`src/rtl/msix_vtab.sv`:
```
module msix_vtab #(
  parameter int NVEC = 8,
  parameter int IDXW = 5,
  parameter int UCW  = 3
) (
  input  logic            clk,
  input  logic            rst_n,
  input  logic            bus_valid,
  output logic            bus_ready,
  input  logic            bus_write,
  input  logic            bus_full,
  input  logic [11:0]     bus_addr,
  input  logic [31:0]     bus_wdata,
  output logic            rd_valid,
  output logic [31:0]     rd_data,
  input  logic            ctl_we,
  input  logic            ctl_enable_wr,
  input  logic            ctl_fmask_wr,
  output logic            ctl_enable,
  output logic            ctl_fmask,
  input  logic            irq_valid,
  output logic            irq_ready,
  input  logic [IDXW-1:0] irq_vec,
  input  logic            use_inc,
  input  logic            use_dec,
  input  logic [IDXW-1:0] use_vec,
  output logic            msg_valid,
  input  logic            msg_ready,
  output logic [63:0]     msg_addr,
  output logic [31:0]     msg_data
);
  localparam int VW = (NVEC > 1) ? $clog2(NVEC) : 1;
  localparam logic [UCW-1:0] UMAX = {UCW{1'b1}};

  logic [31:0]    t_lo [NVEC];
  logic [31:0]    t_hi [NVEC];
  logic [31:0]    t_dat[NVEC];
  logic [UCW-1:0] ucnt [NVEC];
  logic [NVEC-1:0] t_mask, pend;
  logic           sweep_on;
  logic [VW-1:0]  sweep_idx;

  // host decode
  wire         in_tab = !bus_addr[11];
  wire [7:0]   ent    = bus_addr[11:4];
  wire [1:0]   wsel   = bus_addr[3:2];
  wire         ent_ok = in_tab && (ent < 8'(NVEC));
  wire [VW-1:0] ev    = ent[VW-1:0];

  assign bus_ready = !msg_valid && !sweep_on;
  assign irq_ready = !msg_valid && !sweep_on && !bus_valid;

  wire acc    = bus_valid && bus_ready;
  wire wr_hit = acc && bus_write && bus_full && ent_ok;

  // table write with re-evaluation of the addressed vector
  wire [31:0] n_lo   = (wsel == 2'd0) ? bus_wdata : t_lo[ev];
  wire [31:0] n_hi   = (wsel == 2'd1) ? bus_wdata : t_hi[ev];
  wire [31:0] n_dat  = (wsel == 2'd2) ? bus_wdata : t_dat[ev];
  wire        n_mask = (wsel == 2'd3) ? bus_wdata[0] : t_mask[ev];
  wire        wr_send = wr_hit && !ctl_fmask && !n_mask && pend[ev];

  // device requests
  wire [VW-1:0] iv      = irq_vec[VW-1:0];
  wire          irq_acc = irq_valid && irq_ready;
  wire          irq_ok  = (irq_vec < IDXW'(NVEC)) && (ucnt[iv] != '0);
  wire          irq_msk = ctl_fmask || t_mask[iv];
  wire          irq_send = irq_acc && irq_ok && !irq_msk;
  wire          irq_pend = irq_acc && irq_ok && irq_msk;

  // sweep
  wire sw_step = sweep_on && !msg_valid;
  wire sw_send = sw_step && pend[sweep_idx] && !ctl_fmask && !t_mask[sweep_idx];
  wire sw_go   = ctl_we && ctl_enable_wr && !ctl_fmask_wr;

  // use counters
  wire [VW-1:0] uv     = use_vec[VW-1:0];
  wire          u_in   = use_vec < IDXW'(NVEC);
  wire          u_up   = u_in && use_inc && !use_dec;
  wire          u_dn   = u_in && use_dec && !use_inc;
  wire          u_zero = u_dn && (ucnt[uv] == UCW'(1));

  always_ff @(posedge clk or negedge rst_n) begin
    if (!rst_n) begin
      for (int v = 0; v < NVEC; v++) begin
        t_lo[v]  <= '0;
        t_hi[v]  <= '0;
        t_dat[v] <= '0;
        ucnt[v]  <= '0;
      end
      t_mask <= '1;
      pend   <= '0;
    end else begin
      if (wr_hit) begin
        t_lo[ev]   <= n_lo;
        t_hi[ev]   <= n_hi;
        t_dat[ev]  <= n_dat;
        t_mask[ev] <= n_mask;
      end
      if (u_up && ucnt[uv] != UMAX) ucnt[uv] <= ucnt[uv] + UCW'(1);
      if (u_dn && ucnt[uv] != '0)   ucnt[uv] <= ucnt[uv] - UCW'(1);
      for (int v = 0; v < NVEC; v++) begin
        if (irq_pend && iv == VW'(v)) pend[v] <= 1'b1;
        if (wr_send && ev == VW'(v)) pend[v] <= 1'b0;
        if (sw_send && sweep_idx == VW'(v)) pend[v] <= 1'b0;
        if (u_zero && uv == VW'(v)) pend[v] <= 1'b0;
      end
    end
  end

  always_ff @(posedge clk or negedge rst_n) begin
    if (!rst_n) begin
      ctl_enable <= 1'b0;
      ctl_fmask  <= 1'b0;
      sweep_on   <= 1'b0;
      sweep_idx  <= '0;
    end else begin
      if (ctl_we) begin
        ctl_enable <= ctl_enable_wr;
        ctl_fmask  <= ctl_fmask_wr;
      end
      if (sw_step) begin
        sweep_idx <= sweep_idx + VW'(1);
        if (sweep_idx == VW'(NVEC - 1)) sweep_on <= 1'b0;
      end
      if (sw_go) begin
        sweep_on  <= 1'b1;
        sweep_idx <= '0;
      end
    end
  end

  // message output register
  always_ff @(posedge clk or negedge rst_n) begin
    if (!rst_n) begin
      msg_valid <= 1'b0;
      msg_addr  <= '0;
      msg_data  <= '0;
    end else begin
      if (msg_valid && msg_ready) msg_valid <= 1'b0;
      if (irq_send) begin
        msg_valid <= 1'b1;
        msg_addr  <= {t_hi[iv], t_lo[iv]};
        msg_data  <= t_dat[iv];
      end else if (wr_send) begin
        msg_valid <= 1'b1;
        msg_addr  <= {n_hi, n_lo};
        msg_data  <= n_dat;
      end else if (sw_send) begin
        msg_valid <= 1'b1;
        msg_addr  <= {t_hi[sweep_idx], t_lo[sweep_idx]};
        msg_data  <= t_dat[sweep_idx];
      end
    end
  end

  // read path
  logic [31:0] rd_val;
  always_comb begin
    rd_val = '0;
    if (bus_full) begin
      if (ent_ok) begin
        case (wsel)
          2'd0: rd_val = t_lo[ev];
          2'd1: rd_val = t_hi[ev];
          2'd2: rd_val = t_dat[ev];
          default: rd_val = {31'b0, t_mask[ev]};
        endcase
      end else if (!in_tab && bus_addr[10:2] == 9'd0) begin
        rd_val = 32'(pend);
      end
    end
  end

  always_ff @(posedge clk or negedge rst_n) begin
    if (!rst_n) begin
      rd_valid <= 1'b0;
      rd_data  <= '0;
    end else begin
      rd_valid <= acc && !bus_write;
      if (acc && !bus_write) rd_data <= rd_val;
    end
  end

  assert_msg_hold_R12: assert property (@(posedge clk) disable iff (!rst_n)
    msg_valid && !msg_ready |=> msg_valid && $stable(msg_addr) && $stable(msg_data));

  assert_irq_stall_R12: assert property (@(posedge clk) disable iff (!rst_n)
    msg_valid |-> !irq_ready);

  assert_read_latency_R13: assert property (@(posedge clk) disable iff (!rst_n)
    bus_valid && bus_ready && !bus_write |=> rd_valid);

  assert_masked_quiet_R6: assert property (@(posedge clk) disable iff (!rst_n)
    irq_pend |=> !msg_valid);

  assert_range_drop_R9: assert property (@(posedge clk) disable iff (!rst_n)
    irq_valid && irq_ready && irq_vec >= IDXW'(NVEC) |=> !msg_valid);

  assert_zero_clears_R10: assert property (@(posedge clk) disable iff (!rst_n)
    u_zero |=> !pend[$past(uv)]);
endmodule

```
`config.mk`:
```
export PLATFORM = sky130hd
export DESIGN_NAME = msix_vtab
export DESIGN_NICKNAME = d
export VERILOG_FILES = /design/src/rtl/msix_vtab.sv
export SDC_FILE = /design/constraint.sdc
export NUM_CORES = 2
export LEC_CHECK = 0
export CORE_MARGIN = 5
export CORE_UTILIZATION = 45
export CTS_CLUSTER_SIZE = 40
export DETAILED_ROUTE_END_ITERATION = 6
export DONT_BUFFER_PORTS = 1
export GPL_ROUTABILITY_DRIVEN = 0
export PLACE_DENSITY_LB_ADDON = 0.2
export SLEW_MARGIN = 20
export SYNTH_ARGS = -nofsm -noshare
export SYNTH_HDL_FRONTEND = slang
export SYNTH_SLANG_ARGS = --single-unit
```
`constraint.sdc`:
```
create_clock -name clk -period 3 [get_ports clk]
set_input_delay 0.3 -clock clk [delete_from_list [all_inputs] [get_ports clk]]
set_output_delay 0.3 -clock clk [all_outputs]
set_load 0.005 [all_outputs]
```
* Word level (Yosys, flattened, before mapping)
Cells that the tools add are included.
** Storage, ports and cells
- Bits of input ports :: 66
- Bits in registers :: 944
** Cells by class
- Order comparisons :: 13
- Multiplexer cells :: 112
- Bitwise operators :: 4
- $add $sub $neg :: 3
- Equal/unequal tests :: 33
- Reduce and logical (&&, ||, !) cells :: 100
** Operators by type and width (count)
- 32-bit binary-select mux with 3-bit select :: 9
- 32-bit 2-to-1 mux :: 27
- 256-bit bitwise mux :: 3
- 64-bit 2-to-1 mux :: 3
- 32-bit demux with 3-bit select :: 1
- 32-bit case mux with 3 select lines :: 1
- 1-bit logical AND :: 66
- 24-bit bitwise mux :: 2
- 3-bit equality test (second input constant) :: 16
- 24-bit 2-to-1 mux :: 2
- 1-bit 2-to-1 mux :: 46
- 4-bit nonzero test :: 9
- 3-bit by 2-bit equality test with 1-bit output (second input constant) :: 8
- 3-bit 2-to-1 mux :: 7
- 3-bit binary-select mux with 3-bit select :: 2
- 4-bit greater-or-equal comparator (second input constant) :: 4
- 3-bit inverter with 4-bit output :: 4
- 1-bit binary-select mux with 3-bit select :: 5
- 3-bit by 1-bit equality test with 1-bit output (second input constant) :: 5
- 1-bit logical NOT :: 12
- 3-bit logical NOT :: 4
- 3-bit by 4-bit less-than comparator with 1-bit output (second input constant) :: 3
- 5-bit by 4-bit less-than comparator with 1-bit output (second input constant) :: 2
- 3-bit demux with 3-bit select :: 1
- other kinds (17) :: 23

* Logic depth before layout (Yosys ltp)
- Depth in word-level cells :: 13
- Gate-level depth with buffers :: 15

* Worst setup path before layout
Ideal clock, no wire load.
- Path kind :: input to register
- Start :: input port use_vec[0]
- End :: register ucnt[12] (netlist name)
- Cell stages on the path :: 13
- Slack :: 0.030 ns
- Arrival time :: 2.846 ns
- Path buffers :: 2
- Path through :: buf_1 > mux4_2 > nand2_1 > o21a_1 > inv_1 > ha_1 > ha_1 > nor2_1 > nand3_1 > nor2b_1 > buf_2 > nor2_1 > mux2_2
** On the way
- Longest elaborated chain between the ends :: 9
- Elaborated cells on any way between the ends :: 24
- Those cells by class :: add/sub (2); order compare (3); eq/ne (1); mux (9); bitwise (1); reduce/logical (8)
** Ends and longest elaborated chain
- from (decl) :: line 26 : input logic [IDXW-1:0] use_vec,
- 3-bit inverter with 4-bit output (not written as such) :: line 100, 101
- 3-bit binary-select mux with 3-bit select, or another cell as far along :: line 100, 101
- 3-bit 2-to-1 mux (not written as such) or 1-bit logical AND (tied branches) :: line 100, 101
- 3-bit 2-to-1 mux (not written as such) :: line 100, 101
- 3-bit by 1-bit adder with 3-bit output, or another cell as far along :: line 100 : if (u_up && ucnt[uv] != UMAX) ucnt[uv] <= ucnt[uv] + UCW'(1);
- 24-bit bitwise mux or 1-bit logical AND (tied branches) :: line 100
- 24-bit 2-to-1 mux :: line 100
- 24-bit bitwise mux :: line 101 : if (u_dn && ucnt[uv] != '0) ucnt[uv] <= ucnt[uv] - UCW'(1);
- 24-bit 2-to-1 mux (*) :: line 101
- to (signal, indexed assignment) :: line 89 : ucnt[v] <= '0;
- to (decl) :: line 38 : logic [UCW-1:0] ucnt [NVEC];
Every way passes the cells marked *; elsewhere a longest branch is shown, timed or not. The select of a mux whose other input is x is not followed.
A chain may end at the register's enable or synchronous reset.

* Worst setup path in the final report
- Start :: register sweep_on
- End :: register msg_data[28]
** On the way
- Longest elaborated chain between the ends :: 11
- Elaborated cells on any way between the ends :: 20
- Those cells by class :: mux (2); reduce/logical (18)
** Ends and longest elaborated chain
- from (decl) :: line 40 : logic sweep_on;
- from (signal assigned) :: line 115 : sweep_on <= 1'b0;
- from (signal assigned) :: line 124 : if (sweep_idx == VW'(NVEC - 1)) sweep_on <= 1'b0;
- from (signal assigned) :: line 127 : sweep_on <= 1'b1;
- 1-bit logical NOT :: line 50, 51
- 1-bit logical AND :: line 50, 51
- 1-bit logical AND :: line 53 : wire acc = bus_valid && bus_ready;
- 1-bit logical AND (3 in a row) :: line 54 : wire wr_hit = acc && bus_write && bus_full && ent_ok;
- 1-bit logical AND (3 in a row) :: line 61 : wire wr_send = wr_hit && !ctl_fmask && !n_mask && pend[ev];
- 32-bit 2-to-1 mux :: line 145 : end else if (wr_send) begin
- 32-bit 2-to-1 mux :: line 141 : if (irq_send) begin
- to (signal assigned) :: line 144 : msg_data <= t_dat[iv];
- to (signal assigned) :: line 148 : msg_data <= n_dat;
- to (signal assigned) :: line 152 : msg_data <= t_dat[sweep_idx];
- to (decl) :: line 30 : output logic [31:0] msg_data
Parallel ways exist; a longest one is shown, timed or not.

==> metrics.md <==
| Metric | Value |
|---|---|
| Status | `finished, final reports clean` |
| Congestion Overflow GR | `0` |
| Most frequent cell after synthesis | `nand2_1` |
| Tightest Pin Transition | `0.976 ns` |
| Vias/cell | `6.60` |
| CTS H-tree depth | `3` |
| Area Growth Syn to Fin | `13.4%` |
| Final setup vio count | `0` |
| First-pass GRT wire length | `312 mm` |
| I/O Buffers | `0` |
| Hold Fails Final Rpt | `0` |
| Clock sink total | `944` |
| Critical path's slowest cell | `or4_4` |
| Overall power | `0.0370 W` |
| DR WL/cell | `30.8 um` |
| Final std cells w/o fill | `6882` |
| Num rows | `128` |
| Synth top area share | `42.6%` |
| Iteration-0 DRC Markers | `5376` |
| Worst stage delay on the critical path | `0.58 ns` |
| Worst setup EP type | `register` |
| Peak VDD IR | `587 uV` |
| Top_reg_cell synth | `dfrtp_1` |
| Max Buffers Root-to-Sink | `3` |
| Synth Area in Adders | `0.250%` |
| Clock skew | `0.0386 ns` |
| Final WS setup | `0.198 ns` |
| Top post-synthesis cells by area | `dfrtp_1 (43%), mux4_2 (16%), o21ai_0 (7.5%)` |
| Relative slew slack | `34.9%` |
| DRC | `0` |
| PwrDens | `593 nW/um2` |
| Post-DP HPWL | `119 mm` |
| Die width | `360 um` |
| Synth Area in XOR/XNOR | `0.0159%` |
| FF-to-FF path depth | `7` |
| Syn_area_per_cell | `10.5 um2` |
| P_leak | `26.1 nW` |
| Fillers | `10780` |
| Layout cells sized above 1 | `19.6%` |
| Total track usage | `32.1%` |
| Synth unique cells | `66` |
| Die Y | `360 um` |
| Max-Cap Viols | `0` |
| Inst Count DP | `6574` |
| Initial antenna violation count | `23` |
| Detail Route Antenna Nets | `0` |
| Fin crit share | `93.4%` |
| Mapped Area | `55000 um2` |
| Worst path required time | `3.56 ns` |
| Syn Nets | `5297` |
| FFs w/ async S/R, synth | `100%` |
| CTS tree | `done` |
| Min Clock Period, post-route | `2.80 ns` |
| Clock Pin Slew Worst Setup and Hold Paths | `0.06 ns` |
| Initial Utilization | `45.3%` |
| Vias | `45435` |
| Root Driver | `clkbuf_16` |
| Max FO, Critical Path | `24` |
| Ports | `200` |
| Largest net degree at the start of global routing | `945` |
| Post-route setup TNS | `0 ns` |
| Slew Limit Fails | `0` |
| Drt first pass iters | `6` |
| Arrival time worst endpoint | `3.36 ns` |
| Simple-Gate Fraction of Synth Area | `10.3%` |
| Total CTS buffers | `108` |
| Worst Hold Class | `in -> reg` |
| Routed WL | `212 mm` |
| Setup CP Type | `reg -> reg` |
| #FFs+latches synth | `944` |
| Synthesis Warnings | `0` |
| RSZ-0062 raised after global routing | `no` |
| Layout Cell Area excl Fill | `62400 um2` |
| Mux share of post-synthesis cell area | `26.1%` |
| Post-CTS Repair Setup Buffers | `0` |
| Post-Syn Instances | `5220` |
| Later-pin clock latency in the skew report | `0.71 ns` |
| Synth area leader | `dfrtp_1` |
| Hold Crit Depth | `2` |
| Startpoint Class | `register` |
| Crit path top cell by count | `buf_12` |
| Core area | `122000 um2` |
| Die footprint | `129000 um2` |
| Seq/Total Area, Yosys | `43.0%` |
| Main combinational cell family by area after synthesis | `multiplexers` |
| Nets | `5223` |
| Post-synth EDFFs | `0` |
| Fmax | `357 MHz` |
| Vias in the first global route | `44663` |
| Placed inst area | `57500 um2` |
| Critical Path, Cell by Cell | `or2_2 -> or4_4 -> a2111o_2 -> buf_12 -> buf_12 -> and3_1 -> o31a_1` |
| Synth cell count leaders | `nand2_1 (963), dfrtp_1 (936), o21ai_0 (828), mux4_2 (395), mux2i_1 (345)` |
| Pre-CTS WS | `0.209 ns` |
| Post-synthesis compound-gate area fraction | `16.7%` |
-- flip-flops by register name, summed over array words and instances, names as in the netlist --
signal and flops:
ctl_enable 1, ctl_fmask 1, msg_addr 64, msg_data 32, msg_valid 1, pend 8, rd_data 32, rd_valid 1
sweep_idx 3, sweep_on 1, t_dat 256, t_hi 256, t_lo 256, t_mask 8, ucnt 24
-- per-layer routing --
layer	wire length [um]	up-vias	global-route usage [%]
li1	-	19429	-
met1	82800	23039	42.3
met2	92700	2413	47.9
met3	25200	540	10.8
met4	11400	14	15.1
met5	103	-	0
-- critical path, delay by kind of cell (launching register included) --
family	cells	cell delay [ns]
AOI/OAI and AO/OA	2	0.66
buffers and inverters	2	0.40
DFF	1	0.43
and+or+nand+nor	3	1.13
-- kinds of logic after synthesis --
logic type | Yosys count
compound gates | 1500
xor+xnor | 1
fa+ha+maj | 11
buf+inv | 509
flops | 944
mux | 920
simple gates | 1335
-- where the power goes --
part           internal, W  total [W]  switching, W
Sequential          0.0136     0.0148       0.00123
Combinational      0.00337    0.00790       0.00453
Clock              0.00857     0.0143       0.00570
-- through the flow --
stage / hold slack (ns) / utilization (%)
detailed placement: 0.0908 / 47.3
CTS: -0.679 / 51.1
finish: 0.0239 / 51.3
global placement: 0.0883 / 47.3
floorplan: 0.00441 / -
global route: 0.0305 / 51.3
-- area by class of cell --
| class | count | area (um2) | area share [%] |
|---|---|---|---|
| well taps | 1625 | 2030 | 3.26 |
| diodes | 27 | 67.6 | 0.108 |
| repair buffers | 303 | 3230 | 5.17 |
| clock buffers | 155 | 3240 | 5.19 |
| clock inverters | 39 | 573 | 0.919 |
| flip-flops and latches | 944 | 23600 | 37.9 |
| inverters | 22 | 85.1 | 0.136 |
| multi-input cells | 3767 | 29500 | 47.3 |
-- path summary, 6_finish.rpt --
path                                from      endpoint  slack [ns]
setup / recovery                sweep_on  msg_data[28]        0.20
hold / removal             bus_wdata[18]     t_hi[242]        0.02
setup reg to reg                sweep_on  msg_data[28]        0.20
hold reg to reg                t_mask[2]     t_mask[2]        0.51
max in group asynchronous          rst_n      t_lo[29]        0.31
min in group asynchronous          rst_n     t_dat[69]        0.05
-- layout by cell type, fill, tap and decap left out, types with 7 or more instances in the layout --
cell / count
clkbuf_1: 17
o21ai_0: 828
o32ai_1: 20
a211oi_1: 130
nand2_1: 959
clkinv_2: 18
dfstp_2: 8
buf_4: 169
nor3_1: 34
bufinv_16: 13
mux4_2: 395
a2bb2oi_1: 27
and3_1: 75
clkbuf_16: 113
a22oi_1: 50
nor2b_1: 83
a31oi_1: 7
o2111a_1: 21
a221oi_1: 15
dlygate4sd3_1: 77
clkbuf_8: 25
ha_1: 11
dfrtp_1: 933
or3_1: 11
inv_1: 17
buf_12: 49
nand3_1: 14
buf_16: 7
mux2_2: 180
o31a_1: 103
nor2_1: 99
diode_2: 27
o221ai_1: 11
o22ai_1: 197
a21oi_1: 45
nand2b_1: 9
mux2i_1: 345
-- timing repair --
action	CTS	global route
endpoints found under the setup margin	0	1
resized for setup	0	1
hold buffers	78	3
endpoints found under the hold margin	1353	328
No activity file was read; power rests on OpenSTA's default activity.
